$ cat config.mk
export PLATFORM = sky130hd
export DESIGN_NAME = dsss_dqpsk_tx
export DESIGN_NICKNAME = d
export VERILOG_FILES = /design/src/rtl/dsss_tx_pkg.sv /design/src/rtl/tx_dibit_collect.sv /design/src/rtl/tx_symbol_timer.sv /design/src/rtl/tx_diff_enc.sv /design/src/rtl/tx_if_mixer.sv /design/src/rtl/dsss_dqpsk_tx.sv
export SDC_FILE = /design/constraint.sdc
export NUM_CORES = 1
export LEC_CHECK = 0
export BUFFER_PORTS_ARGS = -buffer_cell sky130_fd_sc_hd__buf_4
export CAP_MARGIN = 10
export CORE_MARGIN = 10
export CORE_UTILIZATION = 43
export DETAILED_ROUTE_END_ITERATION = 12
export GPL_TIMING_DRIVEN = 0
export PLACE_DENSITY_LB_ADDON = 0.1
export SLEW_MARGIN = 20
export SYNTH_ARGS = -nofsm -noshare
export SYNTH_HDL_FRONTEND = slang
export SYNTH_SLANG_ARGS = --single-unit
$ cat constraint.sdc
create_clock -name clk -period 3.1 [get_ports clk]
set_input_delay 0 -clock clk [delete_from_list [all_inputs] [get_ports clk]]
set_output_delay 0 -clock clk [all_outputs]
set_load 0.01 [all_outputs]
$ cat src/rtl/dsss_tx_pkg.sv
package dsss_tx_pkg;

    localparam int CHIPS      = 11;
    localparam int SPC        = 4;
    localparam int SYM_LEN    = CHIPS * SPC;
    localparam int CHIP_W     = $clog2(CHIPS);
    localparam int SUB_W      = $clog2(SPC);

    typedef logic [1:0] phase_t;

    typedef struct packed {
        logic i_neg;
        logic q_neg;
    } rail_t;

    typedef struct packed {
        logic              active;
        logic [CHIP_W-1:0] chip;
        logic [SUB_W-1:0]  sub;
    } slot_t;

    // Barker spreading sign: 1 means the chip value is -1.
    function automatic logic barker_neg(input logic [CHIP_W-1:0] idx);
        logic r;
        case (idx)
            4'd3, 4'd4, 4'd5, 4'd7, 4'd8, 4'd10: r = 1'b1;
            default:                             r = 1'b0;
        endcase
        return r;
    endfunction

    // Gray-coded phase increment in quarter turns.
    function automatic phase_t gray_step(input logic [1:0] d);
        phase_t r;
        case (d)
            2'b00:   r = 2'd0;
            2'b01:   r = 2'd1;
            2'b11:   r = 2'd2;
            default: r = 2'd3;
        endcase
        return r;
    endfunction

    function automatic rail_t phase_rails(input phase_t p);
        rail_t r;
        r.i_neg = (p == 2'd1) || (p == 2'd2);
        r.q_neg = (p == 2'd2) || (p == 2'd3);
        return r;
    endfunction

endpackage

$ cat src/rtl/tx_dibit_collect.sv
module tx_dibit_collect (
    input  logic       clk,
    input  logic       rst,
    input  logic       bit_in,
    input  logic       bit_valid,
    input  logic       take,
    output logic       bit_ready,
    output logic       full,
    output logic [1:0] dibit
);
    logic [1:0] cnt_q;
    logic [1:0] buf_q;
    logic       accept;

    assign bit_ready = (cnt_q != 2'd2);
    assign full      = (cnt_q == 2'd2);
    assign accept    = bit_valid && bit_ready;
    assign dibit     = buf_q;

    always_ff @(posedge clk) begin
        if (rst) begin
            cnt_q <= 2'd0;
            buf_q <= 2'b00;
        end else if (take) begin
            cnt_q <= 2'd0;
        end else if (accept) begin
            buf_q <= {buf_q[0], bit_in};
            cnt_q <= cnt_q + 2'd1;
        end
    end
endmodule

$ cat src/rtl/tx_symbol_timer.sv
module tx_symbol_timer
    import dsss_tx_pkg::*;
(
    input  logic  clk,
    input  logic  rst,
    input  logic  full,
    output logic  take,
    output slot_t slot
);
    slot_t slot_q;
    logic  last;

    assign last = slot_q.active
               && (slot_q.chip == CHIP_W'(CHIPS - 1))
               && (slot_q.sub  == SUB_W'(SPC - 1));
    assign take = full && (!slot_q.active || last);
    assign slot = slot_q;

    always_ff @(posedge clk) begin
        if (rst) begin
            slot_q <= '0;
        end else if (take) begin
            slot_q.active <= 1'b1;
            slot_q.chip   <= '0;
            slot_q.sub    <= '0;
        end else if (last) begin
            slot_q <= '0;
        end else if (slot_q.active) begin
            slot_q.sub <= slot_q.sub + SUB_W'(1);
            if (slot_q.sub == SUB_W'(SPC - 1))
                slot_q.chip <= slot_q.chip + CHIP_W'(1);
        end
    end
endmodule

$ cat src/rtl/tx_diff_enc.sv
module tx_diff_enc
    import dsss_tx_pkg::*;
(
    input  logic       clk,
    input  logic       rst,
    input  logic       take,
    input  logic [1:0] dibit,
    output phase_t     phase,
    output rail_t      rails
);
    phase_t phase_q;
    phase_t phase_n;
    rail_t  rails_q;

    assign phase_n = phase_q + gray_step(dibit);
    assign phase   = phase_q;
    assign rails   = rails_q;

    always_ff @(posedge clk) begin
        if (rst) begin
            phase_q <= '0;
            rails_q <= '0;
        end else if (take) begin
            phase_q <= phase_n;
            rails_q <= phase_rails(phase_n);
        end
    end
endmodule

$ cat src/rtl/tx_if_mixer.sv
module tx_if_mixer
    import dsss_tx_pkg::*;
#(
    parameter int SAMPLE_W  = 6,
    parameter int AMPLITUDE = 31
) (
    input  logic                       clk,
    input  logic                       rst,
    input  slot_t                      slot,
    input  rail_t                      rails,
    output logic signed [SAMPLE_W-1:0] if_sample,
    output logic                       sym_strobe
);
    localparam logic signed [SAMPLE_W-1:0] POS = SAMPLE_W'(AMPLITUDE);
    localparam logic signed [SAMPLE_W-1:0] NEG = -POS;

    logic rail_neg;
    logic neg;
    logic first;

    // Quarter-rate carrier: cos = +1,0,-1,0 ; sin = 0,+1,0,-1 ; out = I*cos - Q*sin
    always_comb begin
        case (slot.sub)
            2'd0:    rail_neg = rails.i_neg;
            2'd1:    rail_neg = ~rails.q_neg;
            2'd2:    rail_neg = ~rails.i_neg;
            default: rail_neg = rails.q_neg;
        endcase
    end

    assign neg   = rail_neg ^ barker_neg(slot.chip);
    assign first = slot.active && (slot.chip == '0) && (slot.sub == '0);

    always_ff @(posedge clk) begin
        if (rst) begin
            if_sample  <= '0;
            sym_strobe <= 1'b0;
        end else begin
            sym_strobe <= first;
            if (!slot.active) if_sample <= '0;
            else if (neg)     if_sample <= NEG;
            else              if_sample <= POS;
        end
    end
endmodule

$ cat src/rtl/dsss_dqpsk_tx.sv
module dsss_dqpsk_tx
    import dsss_tx_pkg::*;
#(
    parameter int SAMPLE_W  = 6,
    parameter int AMPLITUDE = 31
) (
    input  logic                       clk,
    input  logic                       rst,
    input  logic                       bit_in,
    input  logic                       bit_valid,
    output logic                       bit_ready,
    output logic                       sym_strobe,
    output logic signed [SAMPLE_W-1:0] if_sample
);
    logic       take;
    logic       full;
    logic [1:0] dibit;
    slot_t      slot;
    phase_t     phase_q;
    rail_t      rails;

    tx_dibit_collect u_collect (
        .clk       (clk),
        .rst       (rst),
        .bit_in    (bit_in),
        .bit_valid (bit_valid),
        .take      (take),
        .bit_ready (bit_ready),
        .full      (full),
        .dibit     (dibit)
    );

    tx_symbol_timer u_timer (
        .clk  (clk),
        .rst  (rst),
        .full (full),
        .take (take),
        .slot (slot)
    );

    tx_diff_enc u_enc (
        .clk   (clk),
        .rst   (rst),
        .take  (take),
        .dibit (dibit),
        .phase (phase_q),
        .rails (rails)
    );

    tx_if_mixer #(
        .SAMPLE_W  (SAMPLE_W),
        .AMPLITUDE (AMPLITUDE)
    ) u_mixer (
        .clk        (clk),
        .rst        (rst),
        .slot       (slot),
        .rails      (rails),
        .if_sample  (if_sample),
        .sym_strobe (sym_strobe)
    );
endmodule

==> results of run 1 <==
-- registers in the layout, summed over array words and instances, names as in the netlist --
register            cells
u_mixer.sym_strobe      1
u_collect.cnt_q         2
u_enc.rails             2
u_timer.slot            7
u_mixer.if_sample       3
u_collect.dibit         2
u_enc.phase             2
-- worst min-delay path by stage --
stage / startpoint / endpoint / slack [ps] / cells after the start
2_1_floorplan: bit_in / u_collect.dibit[0] / 140 / 2
3_3_place_gp: bit_in / u_collect.dibit[0] / 240 / 3
3_5_place_dp: bit_in / u_collect.dibit[0] / 250 / 3
4_1_cts: rst / u_timer.slot[3] / 100 / 4
5_1_grt: rst / u_timer.slot[5] / 120 / 4
6_report: rst / u_timer.slot[3] / 110 / 4
-- repair_timing --
| action | in CTS | in global routing |
|---|---|---|
| hold buffers | 2 | 0 |
| endpoints found under the setup margin | 0 | 0 |
| endpoints found under the hold margin | 2 | 0 |
-- cell type report --
class / count / share of cell area
inverters: 12 / 0.03600
well taps: 30 / 0.03000
plain buffers: 6 / 0.03900
multi-input cells: 78 / 0.4880
clock buffers: 4 / 0.02100
repair buffers: 13 / 0.08200
flip-flops and latches: 19 / 0.3040
-- critical path, cell delays in order (launching register included) --
cell	delay, ps
dfxtp_1	390
inv_1	60
ha_1	270
inv_1	40
ha_1	180
xor2_1	150
xnor2_1	250
ha_1	280
mux2i_1	130
nor2_1	50
-- metal layers --
| layer | track usage | vias to the layer above | wire length (microns) |
|---|---|---|---|
| met5 | 0 | - | 0 |
| met4 | 0.02632 | 0 | 12 |
| met3 | 0.02684 | 2 | 106 |
| met2 | 0.1347 | 9 | 842 |
| met1 | 0.09128 | 324 | 830 |
| li1 | - | 407 | - |
-- cell families after synthesis --
group                      count (synthesis)
AOI/OAI and AO/OA                         11
and+or+nand+nor                           40
xor gates and xnor gates                   6
buffers and inverters                     18
muxes                                      6
DFF                                       19
adders and majority gates                 15
-- synthesized netlist by cell type, types with 2 or more instances --
library cell	n
inv_1	11
buf_6	2
buf_4	3
nand2_1	4
nand3_1	5
nor2_2	4
nand3b_1	2
a21oi_1	5
nor2_1	13
nand2b_1	5
dfxtp_1	19
ha_1	15
xor2_1	2
xnor2_1	4
mux2i_1	6
-- metrics by stage --
| stage | hold slack [ps] | power, uW |
|---|---|---|
| after floorplan | 143.9 | 315.0 |
| after global placement | 244.0 | 332.8 |
| after detailed placement | 252.9 | 334.7 |
| after CTS | 99.85 | 468.0 |
| after global routing | 124.4 | 487.9 |
| final | 106.6 | 459.2 |
-- report_power, final --
| part | total, uW | switching (uW) | leakage [uW] | internal (uW) |
|---|---|---|---|---|
| Sequential | 259 | 6.17 | 0.000154 | 253 |
| Combinational | 70.5 | 35.8 | 0.000414 | 34.6 |
| Clock | 129 | 79.3 | 0.0000150 | 50.0 |
==> results.txt, run 1 <==
Max-cap viol count: 0
Critical Path Sink: u_enc.rails[1]
Final nets: 152
Multi-input gate area: 610.6 sq um
CTS buffer count: 3
Synth top area cells: dfxtp_1, ha_1, mux2i_1
Number of synthesized flops with an enable pin: 0
Final worst path period share: 0.6120
Synth warn: 0
Detailed Route Iter0 Violations: 31
Compound-Gate Fraction of Synth Area: 0.07612
Share of cells above drive strength 1: 0.2121
CP startpoint: u_collect.dibit[0]
Total track usage: 0.07985
Worst-Margin Slew: 430.7 ps
Area Growth Syn to Fin: 15.34%
Mapped Area: 0.001085 sq mm
Setup_tns: 0 ps
Post-route core utilization: 0.5144
Hold Vio Cnt, Final: 0
Post-route design area: 0.001251 sq mm
Post-Synth Simple-Gate Area: 0.2099
Mux share of post-synthesis cell area: 0.05536
Synthesized flop and latch total: 19
Setup violators final: 0
Fmax: 527.1 MHz
Synth Area in XOR/XNOR: 0.04844
First-pass GRT wire length: 3.367 mm
Core Area: 0.002432 sq mm
CTS Buffer Depth: 2
# clock sinks: 19
Seq/Total Area, Yosys: 0.3506
Crit end category: flop
Worst r2r path cells: 9
CP max FO: 4
Cells after synthesis: 115
Layout Skew: 2.590 ps
Vias per cell: 4.580
RePlAce Congestion: 0.7335
P_leak: 0.0005825 uW
Initial antenna violation count: 0
IO Pins: 12
Insertion delay to the later sink of the worst-skew pair: 290 ps
Root Driver: clkbuf_4
Antenna viol nets, final: 0
Slew Viols, Final: 0
Synth Net Count: 134
Number of global-route vias before repair: 783
IO Port Bufs: 11
RSZ-0062 raised after global routing: false
Synth Area in Adders: 0.1730
Crit path DAT: 2080 ps
Row cnt: 18
Top cell type by total area after synthesis: dfxtp_1
Largest net degree at the start of global routing: 11
Drt pass-1 iters: 3
R2R Path Start: u_collect.dibit[0]
H-tree depth: 1
Drt wl/cell: 11.06 microns
Post-CTS setup-driven buffer insertion count: 0
Chip Height: 70.23 microns
FF-to-FF setup slack: 1200 ps
Largest family of logic cells by synthesized area: simple AND/OR/NAND/NOR gates
Via count: 742
Nature of the critical path startpoint: flop
Commonest non-fill, non-tap cell in the layout: dfxtp_1
DPL Wire Length: 1.402 mm
Syn avg cell area: 9.433 sq um
PwrDens: 367.0 mW/mm^2
Share of the synthesized area in the top cell type: 0.3506
Routed WL: 1.792 mm
Prevailing post-synth register cell: dfxtp_1
Post_cts resized: 0
Placed Instances: 156
Worst-path clk slew: 110 ps
Antenna cells: 0
Max_slew headroom: 0.7128
Cell Area, Placed: 0.001205 sq mm
Post-synth cell types: 30
DRC: 0
Ys async rst share: 0
Worst Hold Class: in -> reg
Fin crit period: 1897 ps
Setup ws final: 1203 ps
Initial Util: 0.4460
Register area: 380.4 sq um
Layout fillers: 242
Die area: 0.004932 sq mm
Most frequent cells in the layout: dfxtp_1, ha_1, buf_4
Die Width: 70.23 microns
TritonCTS clock tree: done
Peak VDD IR: 0.0002231 V
DP Worst Slack: 1187 ps
Layout Cells excl Fill: 162
Reg-to-Reg End: u_enc.rails[1]
WP data required: 3280 ps
Overflow left after global routing: 0
Outcome: finished clean
Setup CP Type: reg -> reg
Power figures use the tool's default switching activity.
==> run 2, diff against run 1 <==
clock period = 1.6 ns   (was 3.1 ns; I/O delays follow)
==> results.txt, run 2 (synthesized netlist as in run 1, its figures left out) <==
Setup_tns: -229.0 ps (-229.0 ps)
Post-route core utilization: 0.5658 (+0.05144)
Insertion delay to the later sink of the worst-skew pair: 290 ps (about the same)
Vias per cell: 4.732 (+3.3%)
Outcome: complete, but fails checks
First-pass GRT wire length: 3.215 mm (-4.5%)
Max_slew headroom: 0.7091 (-0.003751)
Root Driver: clkbuf_4
P_leak: 0.0006168 uW (+5.9%)
Worst path slowest cell: dfxtp_2
RePlAce Congestion: 0.7349 (+0.19%)
IO Port Bufs: 11 (unchanged)
Setup CP Type: reg -> reg
RSZ-0062 raised after global routing: true
Crit path DAT: 1910 ps (-170 ps)
Worst path buffer plus inverter count: 2 (unchanged)
DRC: 0 (unchanged)
Via count: 795 (+7.1%)
Slew Viols, Final: 0 (unchanged)
Routed WL: 1.819 mm (+1.5%)
# clock sinks: 19 (unchanged)
Die Width: 70.23 microns (unchanged)
Final worst path period share: 1.083 (+0.4708)
Row cnt: 18 (unchanged)
H-tree depth: 1 (unchanged)
Fmax: 577.2 MHz (+9.5%)
CTS Buffer Depth: 2 (unchanged)
CTS buffer count: 3 (unchanged)
Tot Pwr: 912.7 uW (+99%)
Antenna cells: 0 (unchanged)
Setup ws final: -132.5 ps (-1335 ps)
FF-to-FF setup slack: -130 ps (-1340 ps)
CP max stage delay: 360 ps (-30 ps)
WP data required: 1780 ps (-1500 ps)
Area Growth Syn to Fin: 26.87%
Chip Height: 70.23 microns (unchanged)
Worst Hold Class: in -> reg
Worst-Margin Slew: 436.4 ps (+5.627 ps)
PwrDens: 663.1 mW/mm^2 (+81%)
Crit end category: flop
Core Area: 0.002432 sq mm (unchanged)
Number of global-route vias before repair: 747 (-4.6%)
Drt pass-1 iters: 2 (-1)
Max reg flops: 7 (unchanged)
Nature of the critical path startpoint: flop
Layout Cells excl Fill: 168 (+3.7%)
Critical path cell sequence: inv_2, ha_4, inv_2, ha_4, xor2_2, xnor2_2, ha_2, mux2i_1, nor2_1
Overflow left after global routing: 0 (unchanged)
Most frequent cells in the layout: buf_4, dfxtp_1, nor2_1
Fin crit period: 1733 ps (-164.6 ps)
DP Worst Slack: -260.5 ps (-1447 ps)
Layout Skew: 0.8298 ps (-1.760 ps)
IO Pins: 12 (unchanged)
Total track usage: 0.07736 (-0.002489)
Share of cells above drive strength 1: 0.3551 (+0.1430)
Detailed Route Iter0 Violations: 32 (+3.2%)
Worst-path clk slew: 110 ps (about the same)
Antenna viol nets, final: 0 (unchanged)
Die area: 0.004932 sq mm (unchanged)
Setup violators final: 2 (+2)
Largest net degree at the start of global routing: 11 (unchanged)
CP top delay family: adder cells
Hold Vio Cnt, Final: 0 (unchanged)
CP max FO: 2 (-2)
Initial Util: 0.4460 (unchanged)
Max-cap viol count: 0 (unchanged)
DPL Wire Length: 1.367 mm (-2.5%)
Final nets: 158 (+3.9%)
Peak VDD IR: 0.0004428 V (+98%)
TritonCTS clock tree: done
Commonest non-fill, non-tap cell in the layout: buf_4
Placed Instances: 156 (unchanged)
Drt wl/cell: 10.83 microns (-2.1%)
Initial antenna violation count: 0 (unchanged)
Violated checks: negative setup slack
run 2: cell count changes in the layout (fill, tap and decap cells not counted), sizes merged:
cell / previous run / this run
buf: 16 / 22
run 2: per-stage QoR:
step,hold WS [ps],area (sq um)
finish,103.0,1376
detailed placement,244.3,1209
global route,94.45,1376
global placement,245.3,1209
floorplan,143.8,1089
CTS,92.22,1336
run 2: tightest hold or removal path: stages:
cell and delay, ps:
buf_4 80, or3_1 100, buf_6 140, nor2_4 40
run 2: area by class of cell:
| type | instances | area, sq um |
|---|---|---|
| fill | 220 | 1056 |
| multi-input combinational | 78 | 673.1 |
| sequential | 19 | 385.4 |
| timing repair buffer | 19 | 160.2 |
| buffer | 6 | 48.80 |
| inverter | 12 | 45.04 |
| tap | 30 | 37.54 |
| clock buffer | 4 | 26.28 |
run 2: repair_timing:
item | CTS | global route
endpoints found under the hold margin | 2 | 0
resized for setup | 8 | 7
gates cloned | 0 | 0
hold buffers | 2 | 0
pin swaps | 5 | 1
setup endpoints to repair | 8 | 11
setup buffers | 4 | 2
run 2: path summary, 6_finish.rpt:
kind,start,to,cells after the start
setup / recovery,u_collect.dibit[0],u_enc.rails[1],9
hold / removal,rst,u_timer.slot[2],4
setup reg to reg,u_collect.dibit[0],u_enc.rails[1],9
hold reg to reg,u_collect.cnt_q[1],u_collect.cnt_q[1],2
run 2: where the power goes:
| part | switching, uW | internal (uW) |
|---|---|---|
| logic | 79.3 | 85.7 |
| registers | 12.5 | 491 |
| clock network | 147 | 97.0 |
| total | 239 | 674 |
run 2: metal layers:
layer | global-route usage | part of all wire | wire [microns] | vias to the layer above
li1 | - | - | - | 415
met1 | 0.08741 | 0.49 | 884 | 367
met2 | 0.1228 | 0.44 | 807 | 11
met3 | 0.03814 | 0.063 | 114 | 2
met4 | 0.02632 | 0.0066 | 12 | 0
met5 | 0 | 0 | 0 | -
==> run 3, diff against run 2 <==
HOLD_SLACK_MARGIN = 0.15   (was default)
==> results.txt, run 3 (synthesized netlist as in run 1, its figures left out) <==
Outcome: complete, but fails checks
Violated checks: negative setup slack
Layout fillers: 221 (+0.45%)
GR Layer Usage met3: 0.03814 (unchanged)
Die Width: 70.23 microns (unchanged)
Commonest non-fill, non-tap cell in the layout: buf_4
Hold Path Stages: 3 (-1)
Setup violators final: 2 (unchanged)
Max reg flops: 7 (unchanged)
Number of global-route vias before repair: 757 (+1.3%)
Antenna viol nets, final: 0 (unchanged)
IO Port Bufs: 11 (unchanged)
First-pass GRT wire length: 3.263 mm (+1.5%)
WP data required: 1780 ps (about the same)
Root Driver: clkbuf_4
Hold Vio Cnt, Final: 0 (unchanged)
Overflow left after global routing: 0 (unchanged)
Fmax: 577.1 MHz (about the same)
DRC: 0 (unchanged)
Worst hold slack: 212.0 ps (+109.0 ps)
Antenna cells: 0 (unchanged)
Largest net degree at the start of global routing: 11 (unchanged)
Vias per cell: 4.781 (+1.0%)
Insertion delay to the later sink of the worst-skew pair: 290 ps (about the same)
Initial antenna violation count: 0 (unchanged)
Crit path DAT: 1910 ps (about the same)
Max_slew headroom: 0.7048 (-0.004268)
Post-route core utilization: 0.5700 (+0.004115)
CP max stage delay: 360 ps (about the same)
CTS buffer count: 3 (unchanged)
Max-cap viol count: 0 (unchanged)
Total track usage: 0.07879 (+0.001427)
Final nets: 159 (+0.63%)
Met2 usage: 0.1267 (+0.003992)
Setup CP Type: reg -> reg
Routed WL: 1.853 mm (+1.9%)
GRT met1 Usage: 0.08821 (+0.0008019)
Slew Viols, Final: 0 (unchanged)
Peak VDD IR: 0.0004433 V (+0.12%)
Layout Skew: 1.378 ps (+0.5484 ps)
H-tree depth: 1 (unchanged)
Worst r2r path cells: 9 (unchanged)
Drt wl/cell: 10.96 microns (+1.3%)
Final worst path period share: 1.083 (about the same)
Nature of the critical path startpoint: flop
TritonCTS clock tree: done
Tot Pwr: 915.9 uW (+0.36%)
Worst path slowest cell: dfxtp_2
GRT busiest layer: met2
IO Pins: 12 (unchanged)
Share of cells above drive strength 1: 0.3525 (-0.002554)
PwrDens: 660.7 mW/mm^2 (-0.37%)
CTS Buffer Depth: 2 (unchanged)
DPL Wire Length: 1.367 mm (unchanged)
Worst-path clk slew: 110 ps (about the same)
Most frequent cells in the layout: buf_4, dfxtp_1, nor2_1
P_leak: 0.0006209 uW (+0.68%)
Drt pass-1 iters: 2 (unchanged)
Chip Height: 70.23 microns (unchanged)
Cell Area, Placed: 0.001209 sq mm (unchanged)
# clock sinks: 19 (unchanged)
Area Growth Syn to Fin: 27.80%
Row cnt: 18 (unchanged)
Crit end category: flop
Die area: 0.004932 sq mm (unchanged)
CP max FO: 2 (unchanged)
Fin crit period: 1733 ps (+0.3250 ps)
Detailed Route Iter0 Violations: 36 (+13%)
Core Area: 0.002432 sq mm (unchanged)
Initial Util: 0.4460 (unchanged)
Via count: 808 (+1.6%)
Critical path cell sequence: inv_2, ha_4, inv_2, ha_4, xor2_2, xnor2_2, ha_2, mux2i_1, nor2_1
RePlAce Congestion: 0.7349 (unchanged)
Setup ws final: -132.8 ps (-0.3250 ps)
RSZ-0062 raised after global routing: true
Post-route design area: 0.001386 sq mm (+0.73%)
Worst-Margin Slew: 442.8 ps (+6.401 ps)
Worst Hold Class: in -> reg
## run 3: cell count changes in the layout (fill, tap and decap cells not counted), sizes merged
cell and change:
dlygate4sd3 +1
## run 3: repair_timing
item / 4_1_cts / 5_1_grt
pin swaps: 5 / 1
setup buffers: 4 / 2
gates resized for setup: 8 / 7
hold buffers: 3 / 0
setup endpoints to repair: 8 / 11
hold endpoints to repair: 9 / 0
## run 3: where the power goes
part           internal (uW)  leakage [uW]  switching, uW  total, uW
Clock                   97.0     0.0000150            148        245
Combinational           87.3      0.000450           80.1        167
Sequential               491      0.000156           12.5        504
Total                    676      0.000621            240        916
## run 3: through the flow
stage	cells	worst slack, ps	TNS [ps]
final	169	-132.8	-229.4
after global placement	156	-215.8	-586.6
after CTS	167	-206.9	-360.2
after global routing	169	-247.4	-510.7
after floorplan	115	-130.1	-196.8
after detailed placement	156	-260.5	-729.8
## run 3: worst max-delay path, delay by kind of cell, from the launching register on
family	cells	cell delay [ps]
and+or+nand+nor	1	50
adders and majority gates	3	690
xor gates and xnor gates	2	320
muxes	1	130
DFF	1	360
buffers and inverters	2	80
## run 3: worst paths after layout
kind | start | slack [ps] | end
max | u_collect.dibit[0] | -130 | u_enc.rails[1]
min | rst | 210 | u_collect.dibit[0]
max reg2reg | u_collect.dibit[0] | -130 | u_enc.rails[1]
min reg2reg | u_collect.cnt_q[1] | 490 | u_collect.cnt_q[1]
## run 3: area by class of cell
type,instances,area (sq um),area share
multi-input cells,78,673.1,0.4856
flip-flops and latches,19,385.4,0.2780
inverters,12,45.04,0.03249
clock buffers,4,26.28,0.01895
repair buffers,20,170.2,0.1227
well taps,30,37.54,0.02708
plain buffers,6,48.80,0.03520
## run 3: metal layers
layer,vias to the layer above,part of all wire
li1,417,-
met1,378,0.48
met2,11,0.45
met3,2,0.062
met4,0,0.0065
met5,-,0
